<file path="src/rtl/ldr_pkg.sv">
package ldr_pkg;
    typedef enum logic [1:0] {
        SEL_AE  = 2'd0,
        SEL_AF  = 2'd1,
        SEL_CTL = 2'd2
    } sel_e;
endpackage

</file>
<file path="src/rtl/ldr_ptr_fsm.sv">
module ldr_ptr_fsm
    import ldr_pkg::*;
(
    input  logic clk,
    input  logic rst_n,
    input  logic enh,
    input  logic adv,
    output sel_e sel
);
    sel_e state_q, state_d;

    always_ff @(posedge clk) begin
        if (!rst_n) state_q <= SEL_AE;
        else        state_q <= state_d;
    end

    always_comb begin
        state_d = state_q;
        if (adv) begin
            unique case (state_q)
                SEL_AE:  state_d = SEL_AF;
                SEL_AF:  state_d = enh ? SEL_CTL : SEL_AE;
                SEL_CTL: state_d = SEL_AE;
                default: state_d = SEL_AE;
            endcase
        end
    end

    assign sel = state_q;
endmodule

</file>
<file path="src/rtl/ldr_regfile.sv">
module ldr_regfile
    import ldr_pkg::*;
#(
    parameter int OW = 9,
    parameter int CW = 6
) (
    input  logic          clk,
    input  logic          rst_n,
    input  logic          enh_init,
    input  logic          we,
    input  sel_e          sel,
    input  logic [OW-1:0] wdata,
    output logic [OW-1:0] ae_q,
    output logic [OW-1:0] af_q,
    output logic [CW-1:0] ctl_q
);
    localparam logic [OW-1:0] DEF_OFS = OW'((2 ** OW) / 8 - 1);

    always_ff @(posedge clk) begin
        if (!rst_n) begin
            ae_q  <= DEF_OFS;
            af_q  <= DEF_OFS;
            ctl_q <= enh_init ? '1 : '0;
        end else if (we) begin
            unique case (sel)
                SEL_AE:  ae_q  <= wdata;
                SEL_AF:  af_q  <= wdata;
                SEL_CTL: ctl_q <= wdata[CW-1:0];
                default: ;
            endcase
        end
    end
endmodule

</file>
<file path="src/rtl/flag_offset_loader.sv">
module flag_offset_loader
    import ldr_pkg::*;
#(
    parameter int DW         = 18,
    parameter int DEPTH_LOG2 = 9,
    parameter int CW         = 6,
    localparam int OW        = DEPTH_LOG2
) (
    input  logic          clk,
    input  logic          rst_n,
    input  logic          emode_n,
    input  logic          ld,
    input  logic          wr_en,
    input  logic [DW-1:0] wr_data,
    input  logic          rd_en,
    output logic [DW-1:0] rd_data,
    output logic          mem_wr_en,
    output logic          mem_rd_en,
    output logic [OW-1:0] ae_offset,
    output logic [OW-1:0] af_offset,
    output logic [CW-1:0] flag_ctrl,
    output logic          enh_mode
);
    logic    enh_q, wseq_q, ld_wr, ld_rd;
    sel_e    wsel, rsel;
    logic [DW-1:0] rd_q, rd_mux;

    assign ld_wr     = ld & wr_en;
    assign ld_rd     = ld & rd_en & ~wr_en & ~wseq_q;
    assign mem_wr_en = wr_en & ~ld;
    assign mem_rd_en = rd_en & ~ld;

    always_ff @(posedge clk) begin
        if (!rst_n) begin
            enh_q  <= ~emode_n;
            wseq_q <= 1'b0;
            rd_q   <= '0;
        end else begin
            if (!ld)        wseq_q <= 1'b0;
            else if (wr_en) wseq_q <= 1'b1;
            if (ld_rd)      rd_q   <= rd_mux;
        end
    end

    ldr_ptr_fsm u_wptr (.clk(clk), .rst_n(rst_n), .enh(enh_q), .adv(ld_wr), .sel(wsel));
    ldr_ptr_fsm u_rptr (.clk(clk), .rst_n(rst_n), .enh(enh_q), .adv(ld_rd), .sel(rsel));

    ldr_regfile #(.OW(OW), .CW(CW)) u_regs (
        .clk(clk), .rst_n(rst_n), .enh_init(~emode_n), .we(ld_wr), .sel(wsel),
        .wdata(wr_data[OW-1:0]), .ae_q(ae_offset), .af_q(af_offset), .ctl_q(flag_ctrl)
    );

    always_comb begin
        unique case (rsel)
            SEL_AE:  rd_mux = DW'(ae_offset);
            SEL_AF:  rd_mux = DW'(af_offset);
            SEL_CTL: rd_mux = DW'(flag_ctrl);
            default: rd_mux = '0;
        endcase
    end

    generate
        if (DW > OW) begin : g_spare
            logic unused_hi;
            assign unused_hi = ^wr_data[DW-1:OW];
        end
    endgenerate

    assign rd_data  = rd_q;
    assign enh_mode = enh_q;
endmodule

</file>
<file path="config.mk">
export PLATFORM = sky130hd
export DESIGN_NAME = flag_offset_loader
export DESIGN_NICKNAME = d
export VERILOG_FILES = /design/src/rtl/ldr_pkg.sv /design/src/rtl/ldr_ptr_fsm.sv /design/src/rtl/ldr_regfile.sv /design/src/rtl/flag_offset_loader.sv
export SDC_FILE = /design/constraint.sdc
export NUM_CORES = 1
export LEC_CHECK = 0
export ABC_AREA = 1
export ABC_CLOCK_PERIOD_IN_PS = 2800
export BUFFER_PORTS_ARGS = -buffer_cell sky130_fd_sc_hd__buf_2
export CAP_MARGIN = 20
export CORE_ASPECT_RATIO = 0.7
export CORE_UTILIZATION = 50
export CTS_CLUSTER_SIZE = 14
export DETAILED_ROUTE_END_ITERATION = 6
export PLACE_DENSITY = 0.9
export SLEW_MARGIN = 0
export SYNTH_ARGS = -nofsm -noshare
export SYNTH_HDL_FRONTEND = slang
export SYNTH_HIERARCHICAL = 1
export SYNTH_SLANG_ARGS = --single-unit
</file>
<file path="constraint.sdc">
create_clock -name clk -period 2.8 [get_ports clk]
set_input_delay 0.28 -clock clk [delete_from_list [all_inputs] [get_ports clk]]
set_output_delay 0.28 -clock clk [all_outputs]
set_load 0.02 [all_outputs]
</file>
### After elaboration in Yosys (flattened, before gate mapping)

Index checks and enable logic that the tools add are counted.

| storage, ports and cells | value |
|---|---|
| register bits | 48 |
| bits of input ports | 24 |
| output and inout bits | 45 |
| logic and storage cells | 38 |

| operators by class | value |
|---|---|
| eq/ne operators | 6 |
| mux-type cells | 8 |
| bitwise logic cells | 10 |
| reduce and logical (&&, ||, !) cells | 6 |

Operators with widths:

| cell | number |
|---|---|
| $pmux 9 s3 | 1 |
| $mux 6 | 4 |
| $pmux 2 s2 | 2 |
| $reduce_and 2->1 | 4 |
| $and 1x1->1 | 6 |
| $eq 2x1->1 const B | 2 |
| $eq 2x2->1 const B | 2 |
| $logic_not 2->1 | 2 |
| $ne 2x1->1 const B | 2 |
| $not 1->1 | 4 |
| $mux 2 | 1 |

### Depth between registers and ports, before layout

Gate-level depths: netlist of run 1.

| depth | value |
|---|---|
| depth in word-level cells | 4 |
| gate-level depth with buffers | 7 |
| mapped depth without buffers | 7 |

### Modules after synthesis

The synthesis of run 1 kept the hierarchy.

Modules (own cells, without submodules):

| module | instances | cells each | area an instance (sq um) | sequential area each (sq um) |
|---|---|---|---|---|
| ldr_regfile | 1 | 119 | 1019.7 | 540.5 |
| flag_offset_loader | 1 | 96 | 676.9 | 230.2 |
| ldr_ptr_fsm | 2 | 12 | 90.1 | 40.0 |

### Least setup slack after synthesis of run 1

OpenSTA, ideal clock, no wires.

| timing | value |
|---|---|
| path kind | input to register |
| start point | input ld |
| end point | register u_regs.ctl_q[0], enable pin |
| library setup time | 318 ps |
| arrival | 904 ps |
| data required time | 2482 ps |
| setup slack | 1578 ps |
| stages | 5 |
| path buffers | 1 |
| cell sequence | nand2_1 inv_1 buf_2 nand3_1 nand2_1 |

| between the ends | value |
|---|---|
| longest elaborated chain between the ends | 3 |

RTL lines:

| what | RTL line | text |
|---|---|---|
| start: declaration | flag_offset_loader.sv:12 | `input logic ld,` |
| $and 1x1->1 | flag_offset_loader.sv:28 | `assign ld_wr = ld & wr_en;` |
| via ld_wr | flag_offset_loader.sv:24 | `logic enh_q, wseq_q, ld_wr, ld_rd;` |
| $ne 2x1->1 (no source line) | - |  |
| $reduce_and 2->1 (no source line) | - |  |
| end signal: assignment | ldr_regfile.sv:23 | `ctl_q <= enh_init ? '1 : '0;` |
| end signal: assignment | ldr_regfile.sv:28 | `SEL_CTL: ctl_q <= wdata[CW-1:0];` |
| end: declaration | ldr_regfile.sv:15 | `output logic [CW-1:0] ctl_q` |

The timed path passes the listed nets, and every way through them passes these cells.
A chain may end at the register's enable or synchronous reset.

### Final worst setup path of run 1

| timing | value |
|---|---|
| start point | register u_wptr.state_q[0], in the netlist u_wptr/sel[0] |
| end point | register u_regs.ctl_q[5], enable pin |

| between the ends | value |
|---|---|
| longest elaborated chain between the ends | 3 |

RTL lines:

| what | RTL line | text |
|---|---|---|
| start: declaration | ldr_ptr_fsm.sv:10 | `sel_e state_q, state_d;` |
| start signal: assignment | ldr_ptr_fsm.sv:14 | `else state_q <= state_d;` |
| $eq 2x2->1 | ldr_regfile.sv:25 | `unique case (sel)` |
| $ne 2x1->1 (no source line) | - |  |
| $reduce_and 2->1 (no source line) | - |  |

No other way between the ends.

==> results of run 1 <==
==> power groups by stage <==
stage	clock [uW]	sequential, uW	combinational (uW)
final	461	633	196
after floorplan	0	669	121
after global placement	0	645	191
after global routing	494	637	217
after detailed placement	0	645	195
after CTS	471	632	195
==> stage by stage <==
stage          instances  setup WS [ps]  utilization
2_1_floorplan        247           1578            -
3_3_place_gp         329           1261       0.5861
3_5_place_dp         329           1238       0.5861
4_1_cts              337           1494       0.6178
5_1_grt              337           1355       0.6178
6_report             337           1447       0.6178
==> state kept, by name (all words and copies together), names as in the netlist <==
register	flops
rd_data	9
u_regs/ae_q	9
u_regs/af_q	9
u_regs/ctl_q	6
u_rptr/sel	2
u_wptr/sel	2
enh_mode	1
wseq_q	1
==> worst reg2reg max path, stage by stage, from the launching register on <==
cell and delay [ps]:
dfxtp_1 670, inv_1 100, nand3_1 90, nand2_1 200
==> layer usage <==
layer / GRT usage / vias up / part of all wire
li1: - / 854 / -
met1: 0.3274 / 760 / 0.46
met2: 0.3228 / 87 / 0.43
met3: 0.05714 / 4 / 0.10
met4: 0.05864 / 0 / 0.0065
met5: 0 / - / 0
==> area by class of cell <==
type                    count  area, um2
clock buffers               5      68.82
clock inverters             3      43.79
fillers                   327       1360
inverters                  23      86.33
multi-input cells         166      828.3
flip-flops and latches     39      850.8
well taps                  50      62.56
repair buffers             51      257.7
==> placed cells by master, fill, tap and decap left out <==
cell type,instances
nand2_1,60
buf_2,50
nand3_1,43
dfxtp_1,32
inv_1,20
a21oi_1,13
nor2_1,10
conb_1,9
edfxtp_1,7
a21oi_2,6
nand4_1,6
clkbuf_8,5
nor2_2,5
nand2_2,3
inv_2,3
o21ai_1,3
nor2_4,2
o21a_1,2
nand2_4,1
nor2_8,1
nand3_2,1
clkinv_2,1
clkinv_4,1
bufinv_16,1
buf_4,1
nand3_4,1
==> path summary, 6_finish.rpt <==
check / startpoint / to / slack, ps / cells after the start
hold reg to reg: rd_data[4] / rd_data[4] / 460 / 2
hold / removal: wr_data[8] / u_regs/af_q[8] / 220 / 3
setup / recovery: u_wptr/sel[0] / u_regs/ctl_q[5] / 1450 / 3
setup reg to reg: u_wptr/sel[0] / u_regs/ctl_q[5] / 1450 / 3
==> kinds of logic after synthesis <==
logic type             Yosys count  share of synthesized area
AND/OR/NAND/NOR                133                     0.3447
buffers and inverters           42                     0.1213
flip-flops                      39                     0.4533
AO/OA/AOI/OAI                   24                    0.07866
other                            1                   0.001998
==> results.json, run 1 <==
{
  "outcome": "finished, final reports clean",
  "synth-seq-area-share": 0.4533,
  "postCtsSetupRepairBufs": 0,
  "clock_latency_ps": 290,
  "root_buffer": "clkbuf_8",
  "crit_path_start_kind": "register",
  "async_flop_share": 0,
  "period_share": 0.4832,
  "clock-sinks": 39,
  "yosys.cell_types.count": 23,
  "finClkSkew_ps": 8.421,
  "fp.dieH_um": 53.26,
  "p_sw_uw": 359.9,
  "synth_top_area_frac": 0.3413,
  "grt_usage": 0.2230,
  "synth_edf_count": 7,
  "critPathMaxStageDelay_ps": 670,
  "setup_viol": 0,
  "seqPwrFrac": 0.491,
  "drt_first_pass_iters": 4,
  "wl_per_cell_um": 12.32,
  "initial_core_util": 0.5274,
  "yosys.area.top_type": "dfxtp_1",
  "clkPwrFrac": 0.358,
  "cts_buffers": 5,
  "core_area_um2": 3558,
  "grt_max_degree": 34,
  "cts_hold_buf": 0,
  "finalMaxSlewViolations": 0,
  "path_delay_family": "flip-flops",
  "power.total_uw": 1290,
  "synthCells": 239,
  "clk_path_buf_depth": 2,
  "antenna_found_initial": 0,
  "synth-seq-cells": 39,
  "worstSetupEndpointType": "register",
  "ys_top_cells_by_count": "60 x nand2_1, 43 x nand3_1, 32 x dfxtp_1, 20 x inv_1, 13 x a21oi_1",
  "crit_chain": "inv_1 > nand3_1 > nand2_1",
  "cts_tree": "yes",
  "syn2layout_area_growth_pct": 17.13,
  "synth.most_common_cell": "nand2_1",
  "htree_levels": 2,
  "cts_resized": 0,
  "switching_share": 0.2790,
  "maxCapViolCount": 0,
  "ant_nets": 0,
  "synthTopCellsByArea": "dfxtp_1 34%, nand2_1 12%, nand3_1 11%",
  "slew-limit-headroom": 0.6250,
  "ir_drop_v": 0.0003804,
  "core.rowCount": 18,
  "ios": 69,
  "power.leakage_uw": 0.001081,
  "hold_slack_ps": 223.6,
  "grt-ovfl-total": 0,
  "clkTransAtPathRegs_ps": 80,
  "finalWeightedCongestion": 0.8164,
  "final-hold-violation-count": 0,
  "arrival_ps": 1330,
  "syn_area_um2": 1877,
  "totalNegativeSetupSlack_ps": 0,
  "max_freq_mhz": 739.1,
  "worst_pin_slew_ps": 562.5,
  "power.density_nw_per_um2": 586.9,
  "path_buf_inv": 1,
  "post_dp_cell_area_um2": 2086,
  "drive_gt1_frac": 0.2857,
  "synth_warnings": 6,
  "power_frac_comb": 0.152,
  "avgSynthCellArea_um2": 7.853,
  "portBuffers": 50,
  "die_x_um": 75.23,
  "path_class": "reg -> reg",
  "hold_path_class": "in -> reg",
  "yosys_most_used_dff": "dfxtp_1",
  "floorplan.die_area_um2": 4006,
  "diodes": 0,
  "required_ps": 2780,
  "drt_wl_total_mm": 4.153,
  "hpwl_mm": 3.051,
  "via_per_inst": 5.059,
  "rsz0062_at_grt": "false",
  "grt_pass1_vias": 1375,
  "routed-via-count": 1705,
  "slowest_stage": "dfxtp_1",
  "final_area_um2": 2198,
  "finalCriticalPeriod_ps": 1353,
  "grt_pass1_wl_mm": 6.410,
  "nets": 310,
  "drc_errors": 0,
  "drtIter0Drc": 88,
  "internal_power_uw": 930.2,
  "path_max_fanout": 12
}
Note: power is estimated with default switching activity, not from simulation.
==> inputs of run 2 (changes only) <==
--- a/config.mk
+++ b/config.mk
@@ -6,14 +6,14 @@
 export NUM_CORES = 1
 export LEC_CHECK = 0
 export ABC_AREA = 1
-export ABC_CLOCK_PERIOD_IN_PS = 2800
+export ABC_CLOCK_PERIOD_IN_PS = 1200
 export BUFFER_PORTS_ARGS = -buffer_cell sky130_fd_sc_hd__buf_2
 export CAP_MARGIN = 20
 export CORE_ASPECT_RATIO = 0.7
-export CORE_UTILIZATION = 50
+export CORE_UTILIZATION = 44
 export CTS_CLUSTER_SIZE = 14
 export DETAILED_ROUTE_END_ITERATION = 6
-export PLACE_DENSITY = 0.9
+export PLACE_DENSITY = 0.84
 export SLEW_MARGIN = 0
 export SYNTH_ARGS = -nofsm -noshare
 export SYNTH_HDL_FRONTEND = slang
==> constraint.sdc (replaced) <==
create_clock -name clk -period 1.2 [get_ports clk]
set_input_delay 0.12 -clock clk [delete_from_list [all_inputs] [get_ports clk]]
set_output_delay 0.12 -clock clk [all_outputs]
set_load 0.02 [all_outputs]
==> run 2 against run 1 <==
Register-to-register slack got worse by 1300 ps; first-iteration DRC count shrank 3.4%; combinational power rose to 2.5 times the previous value; global-route usage shrank 1.2 points; final cell count increased by 3.3%; clock power rose by 95%; setup slack got worse by 1300 ps; sequential cell count unchanged; largest cell class unchanged; routed wire length grew 7.2%.
==> results.json, run 2 (same netlist as run 1, synthesis figures left out) <==
{
  "clkTransAtPathRegs_ps": 70,
  "internal_power_uw": 2034,
  "final-hold-violation-count": 0,
  "nets": 319,
  "crit_path_start_kind": "register",
  "fp.dieH_um": 56.64,
  "rsz0062_at_grt": "false",
  "wl_per_cell_um": 12.79,
  "setup_viol": 0,
  "drt_wl_total_mm": 4.450,
  "path_class": "reg -> out",
  "portBuffers": 50,
  "outcome": "finished, final reports clean",
  "grt_usage": 0.2110,
  "core.rowCount": 19,
  "antenna_found_initial": 0,
  "finalMaxSlewViolations": 0,
  "worstReg2RegEnd": "rd_data[7]",
  "core_area_um2": 3994,
  "drtIter0Drc": 85,
  "hold_path_class": "in -> reg",
  "hold_start": "wr_data[6]",
  "switching_share": 0.2892,
  "final_common_cell": "nand2_1",
  "startpoint": "enh_mode",
  "cts_tree": "yes",
  "dp.cells": 340,
  "totalNegativeSetupSlack_ps": 0,
  "finalCriticalPeriod_ps": 1100,
  "final_cell_mix": "59 x nand2_1, 50 x buf_2, 43 x nand3_1",
  "critPathMaxStageDelay_ps": 480,
  "routed-via-count": 1718,
  "finClkSkew_ps": 5.674,
  "clkPwrFrac": 0.314,
  "grt_pass1_wl_mm": 7.155,
  "max_freq_mhz": 908.7,
  "path_delay_family": "flip-flops",
  "grt_max_degree": 18,
  "power.leakage_uw": 0.001114,
  "power.density_nw_per_um2": 1272,
  "die_x_um": 80.06,
  "maxCapViolCount": 0,
  "via_per_inst": 4.937,
  "slowest_stage": "edfxtp_1",
  "critical_path_depth": 1,
  "path_max_fanout": 3,
  "initial_core_util": 0.4699,
  "syn2layout_area_growth_pct": 19.87,
  "clock_latency_ps": 290,
  "final_cell_count_no_fill": 348,
  "required_ps": 1080,
  "hpwl_mm": 3.467,
  "floorplan.die_area_um2": 4535,
  "cts_buffers": 5,
  "finalWeightedCongestion": 0.8342,
  "clk_path_buf_depth": 2,
  "reg2reg_depth": 4,
  "ir_drop_v": 0.0006644,
  "drc_errors": 0,
  "clock-sinks": 39,
  "postCtsSetupRepairBufs": 0,
  "grt-ovfl-total": 0,
  "grt_pass1_vias": 1559,
  "period_share": 0.9170,
  "drive_gt1_frac": 0.3074,
  "htree_levels": 2,
  "postLayoutCoreUtil": 0.5633,
  "crit-reg2reg-launch": "wseq_q",
  "power_frac_comb": 0.171,
  "cp-endpoint": "enh_mode",
  "diodes": 0,
  "drt_first_pass_iters": 4,
  "crit_chain": "buf_2",
  "root_buffer": "clkbuf_8",
  "seqPwrFrac": 0.514,
  "arrival_ps": 980,
  "r2r_slack_ps": 110,
  "ios": 69,
  "path_buf_inv": 1,
  "worstSetupEndpointType": "output port",
  "ant_nets": 0,
  "p_sw_uw": 827.4
}
-- run 2: cell count changes in the layout (fill, tap and decap cells not counted), sizes merged --
| cell | previous run | this run |
|---|---|---|
| clkbuf | 5 | 7 |
| bufinv | 1 | 0 |
| clkinv | 2 | 1 |
| buf | 51 | 60 |
-- run 2: worst min-delay path by stage --
stage	to	slack (ps)	cells after the start
2_1_floorplan	wseq_q	240	2
3_3_place_gp	u_regs/af_q[8]	360	3
3_5_place_dp	u_regs/af_q[7]	370	3
4_1_cts	u_regs/af_q[7]	70	3
5_1_grt	u_regs/af_q[6]	80	3
6_report	u_regs/af_q[6]	70	3
-- run 2: metrics by stage --
step / hold WS (ps) / cell area, um2 / worst slack [ps] / total power [uW]
final: 69.94 / 2250 / 99.55 / 2861
after global routing: 76.03 / 2250 / 0.4236 / 3006
after global placement: 361.9 / 2156 / 113.9 / 1973
after CTS: 66.81 / 2246 / 54.07 / 2878
after floorplan: 239.2 / 1907 / 138.1 / 1842
after detailed placement: 369.5 / 2156 / 55.12 / 1986
-- run 2: timing repair --
action / 4_1_cts / 5_1_grt
setup endpoints to repair: 0 / 9
hold buffers: 0 / 0
gates resized for setup: 0 / 2
-- run 2: area by class of cell --
class,instances,area [um2]
sequential,39,852.1
tap,52,65.06
inverter,23,86.33
multi-input combinational,166,830.8
timing repair buffer,60,325.3
fill,368,1744
clock buffer,7,86.33
clock inverter,1,3.754
-- run 2: metal layers --
layer  global-route usage  wire (um)  up-vias
li1                     -          -      869
met1               0.2751       2198      789
met2               0.3419       1975       53
met3              0.05203        222        7
met4              0.06888         53        0
met5                    0          0        -
-- run 2: power groups by stage --
stage | registers [uW] | clock network [uW] | logic (uW)
2_1_floorplan | 1560 | 0 | 282
3_3_place_gp | 1500 | 0 | 475
3_5_place_dp | 1500 | 0 | 487
4_1_cts | 1470 | 920 | 489
5_1_grt | 1480 | 989 | 538
6_report | 1470 | 900 | 490
==> inputs of run 3 (changes only) <==
--- a/config.mk
+++ b/config.mk
@@ -5,7 +5,7 @@
 export SDC_FILE = /design/constraint.sdc
 export NUM_CORES = 1
 export LEC_CHECK = 0
-export ABC_AREA = 1
+export ABC_AREA = 0
 export ABC_CLOCK_PERIOD_IN_PS = 1200
 export BUFFER_PORTS_ARGS = -buffer_cell sky130_fd_sc_hd__buf_2
 export CAP_MARGIN = 20
==> run 3 against run 2 <==
Via count down 16%; utilization rose by 1.6 points; die area is 0.52% lower; setup slack worse by 30 ps; first-iteration DRC count is 14% lower; critical endpoint is now rd_data[1]; largest cell class is now multi-input gates.
==> results.json, run 3 <==
{
  "outcome": "finished, final reports clean",
  "avgSynthCellArea_um2": 10.26,
  "worstReg2RegEnd": "rd_data[1]",
  "hold_path_class": "in -> reg",
  "maxCapViolCount": 0,
  "finalMaxSlewViolations": 0,
  "diodes": 0,
  "crit-reg2reg-launch": "u_rptr/sel[1]",
  "core_area_um2": 3994,
  "totalNegativeSetupSlack_ps": 0,
  "ys_top_cells_by_count": "32 x dfxtp_1, 27 x mux2i_1, 22 x nand2_1, 22 x nor2b_1, 11 x nand3b_1",
  "initial_core_util": 0.4674,
  "cp-endpoint": "rd_data[1]",
  "post_dp_cell_area_um2": 2223,
  "required_ps": 1370,
  "ir_drop_v": 0.0006163,
  "synthCells": 182,
  "core.rowCount": 19,
  "drt_wl_total_mm": 4.061,
  "wl_per_cell_um": 13.77,
  "synth_edf_count": 7,
  "fp.dieH_um": 56.50,
  "power.total_uw": 2657,
  "grt_pass1_wl_mm": 6.389,
  "r2r_slack_ps": 70,
  "die_x_um": 79.85,
  "ant_nets": 0,
  "yosys_most_used_dff": "dfxtp_1",
  "final_cell_count_no_fill": 295,
  "synth_warnings": 6,
  "finalWeightedCongestion": 0.7938,
  "clock_latency_ps": 280,
  "yosys.area.top_type": "dfxtp_1",
  "max_freq_mhz": 884.5,
  "via_per_inst": 4.915,
  "period_share": 0.9422,
  "finalCriticalPeriod_ps": 1131,
  "portBuffers": 50,
  "crit_path_start_kind": "register",
  "rsz0062_at_grt": "false",
  "clk_path_buf_depth": 2,
  "root_buffer": "clkbuf_8",
  "grt_max_degree": 21,
  "final-hold-violation-count": 0,
  "cts_hold_buf": 0,
  "antenna_found_initial": 0,
  "cts_tree": "yes",
  "reg2reg_depth": 4,
  "yosys.cell_types.count": 30,
  "path_max_fanout": 15,
  "synthTopCellsByArea": "dfxtp_1 34%, mux2i_1 14%, edfxtp_1 11%",
  "routed-via-count": 1450,
  "clkTransAtPathRegs_ps": 60,
  "startpoint": "u_rptr/sel[1]",
  "floorplan.die_area_um2": 4511,
  "drt_first_pass_iters": 4,
  "final_cell_mix": "50 x buf_2, 32 x dfxtp_1, 26 x mux2i_1",
  "dp.cells": 288,
  "synth.most_common_cell": "dfxtp_1",
  "final_area_um2": 2312,
  "grt_pass1_vias": 1300,
  "drive_gt1_frac": 0.3416,
  "synth_top_area_frac": 0.3432,
  "finClkSkew_ps": 8.714,
  "drc_errors": 0,
  "synth-seq-area-share": 0.4558,
  "final.setup.worst_slack_ps": 69.36,
  "clock-sinks": 39,
  "post-place-ws_ps": -9.602,
  "power.density_nw_per_um2": 1149,
  "async_flop_share": 0,
  "syn_area_um2": 1867,
  "final_common_cell": "buf_2",
  "synth-seq-cells": 39,
  "power.leakage_uw": 0.001023,
  "grt-ovfl-total": 0,
  "grt_usage": 0.1918,
  "drtIter0Drc": 73,
  "nets": 267,
  "ios": 69,
  "htree_levels": 2,
  "syn2layout_area_growth_pct": 23.86,
  "arrival_ps": 1300,
  "setup_viol": 0,
  "cts_buffers": 5,
  "postCtsSetupRepairBufs": 0,
  "path_class": "reg -> reg",
  "worstSetupEndpointType": "register",
  "hpwl_mm": 3.021
}
==> run 3: changes by cell type in the layout (fill, tap and decap cells not counted), moves of 11 or more <==
cell,delta
inv_1,-18
mux2i_1,+26
nand2_1,-38
nand3_1,-42
nand3b_1,+11
nor2b_1,+22
==> run 3: worst max-delay path: stages, from the launching register on <==
cell and delay (ps):
dfxtp_1 410, buf_12 170, mux2i_1 190, o21a_1 170, a21oi_1 70
==> run 3: through the flow <==
step | hold slack (ps) | util
finish | 109.2 | 0.5789
global route | 119.4 | 0.5789
floorplan | 237.6 | -
detailed placement | 401.4 | 0.5567
CTS | 108.1 | 0.5758
global placement | 395.5 | 0.5567
==> run 3: what timing repair did <==
action                     in CTS  in global routing
resized for setup               0                  4
setup endpoints to repair       0                 15
hold endpoints to repair        0                  0
==> run 3: layout make-up <==
| class | count | area (um2) |
|---|---|---|
| repair buffers | 64 | 380.4 |
| fillers | 351 | 1682 |
| clock buffers | 7 | 76.32 |
| well taps | 52 | 65.06 |
| multi-input cells | 131 | 932.1 |
| inverters | 2 | 7.507 |
| flip-flops and latches | 39 | 850.8 |
==> run 3: power by group <==
part / switching, uW / internal, uW
clock network: 395 / 399
registers: 43.4 / 1390
logic: 250 / 176
total: 689 / 1970
==> run 3: logic make-up after synthesis <==
logic type             after synthesis  share of synthesized area
buffers and inverters               20                    0.06769
DFF                                 39                     0.4558
AOI/OAI and AO/OA                   26                    0.09785
other                                1                   0.002009
and+or+nand+nor                     69                     0.2319
muxes                               27                     0.1448
==> run 3: worst min-delay path by stage <==
stage | from | end | slack [ps] | depth (start not counted)
floorplan | rst_n | u_rptr/sel[0] | 240 | 1
global placement | wr_en | wseq_q | 400 | 2
detailed placement | wr_en | wseq_q | 400 | 2
CTS | wr_en | wseq_q | 110 | 2
global route | emode_n | enh_mode | 120 | 2
finish | wr_en | wseq_q | 110 | 2
==> run 3: per-layer routing <==
metal,up-vias,global-route usage,share of wire
li1,727,-,-
met1,675,0.2624,0.49
met2,44,0.2808,0.44
met3,4,0.06504,0.062
met4,0,0.06633,0.0074
met5,-,0,0
